<file path="src/rtl/cachectl_pkg.sv">
package cachectl_pkg;
  // Byte offsets of the register words
  localparam int unsigned OFF_IDENT = 'h000;
  localparam int unsigned OFF_SIZES = 'h004;
  localparam int unsigned OFF_CTRL  = 'h100;
  localparam int unsigned OFF_INVAL = 'h700;

  // Control word bit positions
  localparam int unsigned CTRL_EN_BIT    = 0;
  localparam int unsigned CTRL_WALLOC_BIT = 1;
  localparam int unsigned CTRL_CWFDIS_BIT = 2;
  localparam int unsigned CTRL_READY_BIT  = 16;

  typedef struct packed {
    logic cwf_dis;
    logic wr_alloc;
    logic enable;
  } ctrl_bits_t;
endpackage

</file>
<file path="src/rtl/cachectl_sweep.sv">
module cachectl_sweep #(
  parameter int unsigned NUM_LINES = 16,
  localparam int unsigned IDX_W = (NUM_LINES > 1) ? $clog2(NUM_LINES) : 1
) (
  input  logic             clk_i,
  input  logic             rst_ni,
  input  logic             start_i,
  output logic             busy_o,
  output logic [IDX_W-1:0] idx_o
);
  localparam logic [IDX_W-1:0] LAST_IDX = IDX_W'(NUM_LINES - 1);

  logic             busy_q, busy_d;
  logic [IDX_W-1:0] idx_q, idx_d;
  logic             step_en;

  assign step_en = start_i | busy_q;

  always_comb begin
    busy_d = busy_q;
    idx_d  = idx_q;
    if (start_i) begin
      busy_d = 1'b1;
      idx_d  = '0;
    end else if (busy_q) begin
      if (idx_q == LAST_IDX) begin
        busy_d = 1'b0;
        idx_d  = '0;
      end else begin
        idx_d = idx_q + 1'b1;
      end
    end
  end

  // Reset value starts the power-on sweep
  always_ff @(posedge clk_i or negedge rst_ni) begin
    if (!rst_ni) begin
      busy_q <= 1'b1;
      idx_q  <= '0;
    end else if (step_en) begin
      busy_q <= busy_d;
      idx_q  <= idx_d;
    end
  end

  assign busy_o = busy_q;
  assign idx_o  = idx_q;

  p_start_zero_r5: assert property (@(posedge clk_i) disable iff (!rst_ni)
    start_i |=> (busy_o && idx_o == '0));

  p_step_up_r5: assert property (@(posedge clk_i) disable iff (!rst_ni)
    (busy_o && !start_i && idx_o != LAST_IDX) |=> (busy_o && idx_o == $past(idx_o) + 1'b1));

  p_finish_r7: assert property (@(posedge clk_i) disable iff (!rst_ni)
    (busy_o && !start_i && idx_o == LAST_IDX) |=> !busy_o);

  p_restart_r10: assert property (@(posedge clk_i) disable iff (!rst_ni)
    (busy_o && start_i) |=> (busy_o && idx_o == '0));
endmodule

</file>
<file path="src/rtl/cachectl_regs.sv">
module cachectl_regs
  import cachectl_pkg::*;
#(
  parameter int unsigned ADDR_W    = 12,
  parameter logic [5:0]  REL_NUM   = 6'h05,
  parameter logic [3:0]  PART_NUM  = 4'h3,
  parameter logic [5:0]  CACHE_TAG = 6'h2A,
  parameter logic [15:0] CACHE_KB  = 16'd16,
  parameter logic [15:0] MEM_KB    = 16'd1024
) (
  input  logic              clk_i,
  input  logic              rst_ni,
  input  logic [ADDR_W-1:0] addr_i,
  input  logic              we_i,
  input  logic [31:0]       wdata_i,
  input  logic              busy_i,
  output logic [31:0]       rdata_o,
  output ctrl_bits_t        ctrl_o,
  output logic              inval_start_o
);
  localparam logic [ADDR_W-1:0] A_IDENT = ADDR_W'(OFF_IDENT);
  localparam logic [ADDR_W-1:0] A_SIZES = ADDR_W'(OFF_SIZES);
  localparam logic [ADDR_W-1:0] A_CTRL  = ADDR_W'(OFF_CTRL);
  localparam logic [ADDR_W-1:0] A_INVAL = ADDR_W'(OFF_INVAL);
  localparam logic [31:0] IDENT_WORD = {16'h0, CACHE_TAG, PART_NUM, REL_NUM};
  localparam logic [31:0] SIZES_WORD = {MEM_KB, CACHE_KB};

  ctrl_bits_t ctrl_q, ctrl_d;
  logic       ctrl_wr;
  logic       unused_wdata;

  assign unused_wdata = ^wdata_i[31:3];
  assign ctrl_wr       = we_i && (addr_i == A_CTRL);
  assign inval_start_o = we_i && (addr_i == A_INVAL);

  always_comb begin
    ctrl_d          = ctrl_q;
    ctrl_d.enable   = wdata_i[CTRL_EN_BIT];
    ctrl_d.wr_alloc = wdata_i[CTRL_WALLOC_BIT];
    ctrl_d.cwf_dis  = wdata_i[CTRL_CWFDIS_BIT];
  end

  always_ff @(posedge clk_i or negedge rst_ni) begin
    if (!rst_ni)      ctrl_q <= '0;
    else if (ctrl_wr) ctrl_q <= ctrl_d;
  end

  always_comb begin
    rdata_o = '0;
    unique case (addr_i)
      A_IDENT: rdata_o = IDENT_WORD;
      A_SIZES: rdata_o = SIZES_WORD;
      A_CTRL: begin
        rdata_o[CTRL_EN_BIT]     = ctrl_q.enable;
        rdata_o[CTRL_WALLOC_BIT] = ctrl_q.wr_alloc;
        rdata_o[CTRL_CWFDIS_BIT] = ctrl_q.cwf_dis;
        rdata_o[CTRL_READY_BIT]  = !busy_i;
      end
      default: rdata_o = '0;
    endcase
  end

  assign ctrl_o = ctrl_q;

  p_ctrl_hold_r9: assert property (@(posedge clk_i) disable iff (!rst_ni)
    !ctrl_wr |=> $stable(ctrl_o));

  p_inval_reads_zero_r8: assert property (@(posedge clk_i) disable iff (!rst_ni)
    (addr_i == A_INVAL) |-> (rdata_o == '0));
endmodule

</file>
<file path="src/rtl/cachectl_top.sv">
module cachectl_top
  import cachectl_pkg::*;
#(
  parameter int unsigned NUM_LINES = 16,
  parameter int unsigned ADDR_W    = 12,
  localparam int unsigned IDX_W = (NUM_LINES > 1) ? $clog2(NUM_LINES) : 1
) (
  input  logic              clk_i,
  input  logic              rst_ni,
  input  logic [ADDR_W-1:0] bus_addr_i,
  input  logic              bus_we_i,
  input  logic [31:0]       bus_wdata_i,
  output logic [31:0]       bus_rdata_o,
  output logic              cache_en_o,
  output logic              wr_alloc_o,
  output logic              cwf_dis_o,
  output logic              bypass_o,
  output logic              ready_o,
  output logic              clr_valid_o,
  output logic [IDX_W-1:0]  clr_index_o
);
  logic [1:0]  rst_sync_q;
  logic        rst_int_n;
  logic        inval_start;
  logic        busy;
  ctrl_bits_t  ctrl;

  // Assert asynchronously, release on the clock
  always_ff @(posedge clk_i or negedge rst_ni) begin
    if (!rst_ni) rst_sync_q <= 2'b00;
    else         rst_sync_q <= {rst_sync_q[0], 1'b1};
  end
  assign rst_int_n = rst_sync_q[1];

  cachectl_regs #(.ADDR_W(ADDR_W)) u_regs (
    .clk_i         (clk_i),
    .rst_ni        (rst_int_n),
    .addr_i        (bus_addr_i),
    .we_i          (bus_we_i),
    .wdata_i       (bus_wdata_i),
    .busy_i        (busy),
    .rdata_o       (bus_rdata_o),
    .ctrl_o        (ctrl),
    .inval_start_o (inval_start)
  );

  cachectl_sweep #(.NUM_LINES(NUM_LINES)) u_sweep (
    .clk_i   (clk_i),
    .rst_ni  (rst_int_n),
    .start_i (inval_start),
    .busy_o  (busy),
    .idx_o   (clr_index_o)
  );

  assign cache_en_o  = ctrl.enable;
  assign wr_alloc_o  = ctrl.wr_alloc;
  assign cwf_dis_o   = ctrl.cwf_dis;
  assign bypass_o    = busy;
  assign ready_o     = !busy;
  assign clr_valid_o = busy;

  p_ready_bit_r4: assert property (@(posedge clk_i) disable iff (!rst_int_n)
    (bus_addr_i == ADDR_W'(OFF_CTRL)) |-> (bus_rdata_o[CTRL_READY_BIT] == !clr_valid_o));

  p_bypass_in_sweep_r6: assert property (@(posedge clk_i) disable iff (!rst_int_n)
    clr_valid_o |-> (bypass_o && !ready_o));

  p_enable_kept_r6: assert property (@(posedge clk_i) disable iff (!rst_int_n)
    (clr_valid_o && !bus_we_i) |=> $stable(cache_en_o));
endmodule

</file>
<file path="config.mk">
export PLATFORM = sky130hd
export DESIGN_NAME = cachectl_top
export DESIGN_NICKNAME = d
export VERILOG_FILES = /design/src/rtl/cachectl_pkg.sv /design/src/rtl/cachectl_sweep.sv /design/src/rtl/cachectl_regs.sv /design/src/rtl/cachectl_top.sv
export SDC_FILE = /design/constraint.sdc
export NUM_CORES = 1
export LEC_CHECK = 0
export ABC_AREA = 0
export BUFFER_PORTS_ARGS = -buffer_cell sky130_fd_sc_hd__buf_2
export CAP_MARGIN = 0
export CORE_MARGIN = 3
export CORE_UTILIZATION = 33
export CTS_CLUSTER_SIZE = 10
export DETAILED_ROUTE_END_ITERATION = 12
export MAX_ROUTING_LAYER = met4
export PLACE_DENSITY = 0.87
export SLEW_MARGIN = 20
export SYNTH_ARGS = -nofsm -noshare
export SYNTH_HDL_FRONTEND = slang
export SYNTH_SLANG_ARGS = --single-unit
</file>
<file path="constraint.sdc">
create_clock -name clk_i -period 1.8 [get_ports clk_i]
set_clock_uncertainty 0.1 [all_clocks]
set_input_delay 0.09 -clock clk_i [delete_from_list [all_inputs] [get_ports clk_i]]
set_output_delay 0.09 -clock clk_i [all_outputs]
set_load 0.1 [all_outputs]
</file>
==> impl_metrics.env <==
export IMPL_switching_share_pct=44.8
export IMPL_finalNetCount=176
export IMPL_drc=0
export IMPL_synthAdderAreaFrac_pct=1.65
export IMPL_ir_worst_vdd_mv=0.479
export IMPL_synth_top_family_by_area="buffers and inverters"
export IMPL_synth_most_common_cell="buf_4"
export IMPL_cts_buffer_depth=2
export IMPL_nFillCells=177
export IMPL_period_minus_slack_ns=1.92
export IMPL_clk_latency_ns=0.26
export IMPL_crit_path_end="bus_rdata_o[6]"
export IMPL_core_area_mm2=0.00206
export IMPL_synth_simple_area_share_pct=22.9
export IMPL_min_period_over_period_pct=106
export IMPL_setup_viol=11
export IMPL_yosys_area_top_type="dfrtp_1"
export IMPL_critPathKind="input pin to output port"
export IMPL_drtAntennaViolNets=0
export IMPL_yosys_warnings=0
export IMPL_drt_wl_total_um=1820
export IMPL_pin_count=89
export IMPL_end_kind="output port"
export IMPL_overflow=0
export IMPL_dp_hpwl_um=1490
export IMPL_internal_power_mw=0.385
export IMPL_track_usage_pct=13.1
export IMPL_root_buffer="clkbuf_4"
export IMPL_dr_pass1_iters=2
export IMPL_outcome="complete, but fails checks"
export IMPL_synthTopCellsByArea="dfrtp_1, buf_4, nor4_4"
export IMPL_grt_max_degree=10
export IMPL_cp_startpoint="bus_addr_i[6]"
export IMPL_synth_seq_area_share_pct=33.2
export IMPL_grt_use_met2_pct=22.8
export IMPL_die_w_um=53.9
export IMPL_avgViaCountPerCell=4.21
export IMPL_p_comb_share_pct=38.3
export IMPL_drive_gt1_share_pct=54.3
export IMPL_synth_area_um2=758
export IMPL_synth_cell_types=25
export IMPL_antenna_found_initial=0
export IMPL_synthFlopType="dfrtp_1"
export IMPL_reg2regPathDepth=3
export IMPL_netSwitchingPower_mw=0.312
export IMPL_rrSetupSlack_ns=0.35
export IMPL_initial_core_util_pct=36.8
export IMPL_critPathMaxFanout=5
export IMPL_arrival_ns=1.73
export IMPL_wire_per_inst_um=11.8
export IMPL_slew_violations=0
export IMPL_async_flop_share_pct=100
export IMPL_worstSetupStartpointType="input pin"
export IMPL_synth_edf_count=0
export IMPL_die_h_um=53.9
export IMPL_muxShareOfSynthArea_pct=5.78
export IMPL_syn_area_per_cell_um2=9.25
export IMPL_first_iter_violations=2
export IMPL_synth_common_cells="buf_4, dfrtp_1, a21oi_1, inv_1"
export IMPL_worstReg2RegStart="u_sweep.busy_o$_DFFE_PN1P_"
export IMPL_power_density_mw_per_mm2=551
export IMPL_hold_slack_ns=0.0181
export IMPL_violations="negative setup slack"
export IMPL_power_leakage_nw=0.590
export IMPL_hp_class="flop to asynchronous set/reset pin"
export IMPL_synth_cells=82
export IMPL_synth_compound_area_share_pct=4.95
export IMPL_hold_violations=0
export IMPL_finalNonFillerCells=154
export IMPL_finalWorstSetupSlack_ns=-0.117
export IMPL_grt_pass1_vias=610
export IMPL_seq_power_share_pct=33.6
export IMPL_yosys_area_top_type_share_pct=29.7
export IMPL_dp_cells=142
export IMPL_gp_congestion=0.721
export IMPL_fmax_ghz=0.522
export IMPL_port_buffers=38
export IMPL_r2r_end="u_sweep.idx_o[3]$_DFFE_PN0P_"
export IMPL_vias=649
export IMPL_ff_latch_area_um2=256
export IMPL_cap_violations=0
export IMPL_clk_pin_slew_ns=0.06
export IMPL_die_area_mm2=0.00291
export IMPL_cts_tree="built"
export IMPL_antenna_cells=0
export IMPL_cts_buffers=3
export IMPL_multi_input_area_um2=440
export IMPL_p_clk_share_pct=28.1
export IMPL_met1_usage_pct=13.1
export IMPL_cts_sinks=10
export IMPL_use_met3_pct=3.88
export IMPL_rows=16
export IMPL_totalPowerFinal_mw=0.698
export IMPL_grt_pass1_wl_um=2650
export IMPL_rsz0062_at_grt="true"
export IMPL_htree_levels=1
export IMPL_area_delta_synth_final_pct=67.0
export IMPL_ys_seq_elements=10
export IMPL_grt_busiest_layer="met2"
export IMPL_required_ns=1.61
export IMPL_synth_xor_area_share_pct=1.16
-- stage by stage --
| stage | area, um^2 | worst slack (ns) | util, % | TNS (ns) |
|---|---|---|---|---|
| 5_1_grt | 1270 | -0.155 | 61.4 | -1.29 |
| 3_5_place_dp | 1140 | -0.151 | 55.5 | -1.47 |
| 3_3_place_gp | 1140 | -0.133 | 55.5 | -1.21 |
| 2_1_floorplan | 990 | -0.559 | - | -5.39 |
| 6_report | 1270 | -0.117 | 61.4 | -0.910 |
| 4_1_cts | 1240 | -0.123 | 60.3 | -0.870 |
-- worst min-delay path by stage --
stage | slack (ns) | cells after the start | startpoint | to
final | 0.02 | 0 | rst_sync_q[1]$_DFF_PN0_ | u_sweep.idx_o[2]$_DFFE_PN0P_
after global routing | 0.02 | 2 | rst_ni | rst_sync_q[0]$_DFF_PN0_
after CTS | 0.02 | 2 | rst_ni | rst_sync_q[0]$_DFF_PN0_
after detailed placement | -0.22 | 1 | rst_ni | rst_sync_q[0]$_DFF_PN0_
after global placement | -0.22 | 1 | rst_ni | rst_sync_q[0]$_DFF_PN0_
after floorplan | -0.31 | 0 | rst_ni | rst_sync_q[0]$_DFF_PN0_
-- cell families (layout without fill, tap and decap cells) --
logic type,after synthesis,count (layout)
buf+inv,33,58
simple gates,24,24
flops,10,10
compound gates,7,7
mux,4,4
other cells,2,22
fa+ha+maj,1,1
xor+xnor,1,1
-- per-layer routing --
layer,wire (um),vias up
met5,0,-
met3,166,2
met2,1020,32
met4,18,0
met1,618,299
li1,-,316
-- cell usage in the layout, fill, tap and decap left out, drive strengths merged --
cell type,netlist,layout
clkbuf,1,4
mux2,3,3
conb,2,22
a21o,1,1
or2,2,2
or3,1,1
mux2i,1,1
nor4,6,6
nand3,2,2
inv,5,4
o21ai,1,1
buf,27,45
nand2,4,4
a21oi,5,5
dlygate4sd3,0,4
or4,3,3
ha,1,1
dfstp,1,1
nor2,3,3
xor2,1,1
clkinvlp,0,1
nand2b,1,1
dfrtp,9,9
nand3b,2,2
-- registers in the layout, indices dropped and copies added, names as in the netlist --
| register | flops |
|---|---|
| u_sweep.busy_o | 1 |
| u_regs.ctrl_o | 3 |
| u_sweep.idx_o | 4 |
| rst_sync_q | 2 |
-- critical path, cell delays in order --
cell and delay, ns:
buf_6 0.09, or4_4 0.54, or4_4 0.57, nor2_4 0.12, buf_12 0.14, buf_12 0.17
-- timing repair --
item | in CTS | in global routing
setup endpoints to repair | 11 | 9
endpoints found under the hold margin | 5 | 0
buffers inserted | 1 | 3
hold buffers | 4 | 0
pin swaps | 9 | 3
resized for setup | 3 | 0
-- final cells by class --
cell class,count,area share [%]
clock buffers,4,2.87
inverters,5,1.78
multi-input cells,59,34.8
flip-flops and latches,10,20.3
well taps,27,2.67
repair buffers,49,37.6
-- power by group through the flow --
stage          clock network, mW  logic (mW)  registers, mW
2_1_floorplan                  0       0.248          0.250
3_3_place_gp                   0       0.251          0.238
3_5_place_dp                   0       0.254          0.238
4_1_cts                    0.202       0.264          0.234
5_1_grt                    0.212       0.276          0.235
6_report                   0.196       0.267          0.234
Power figures use the tool's default switching activity.
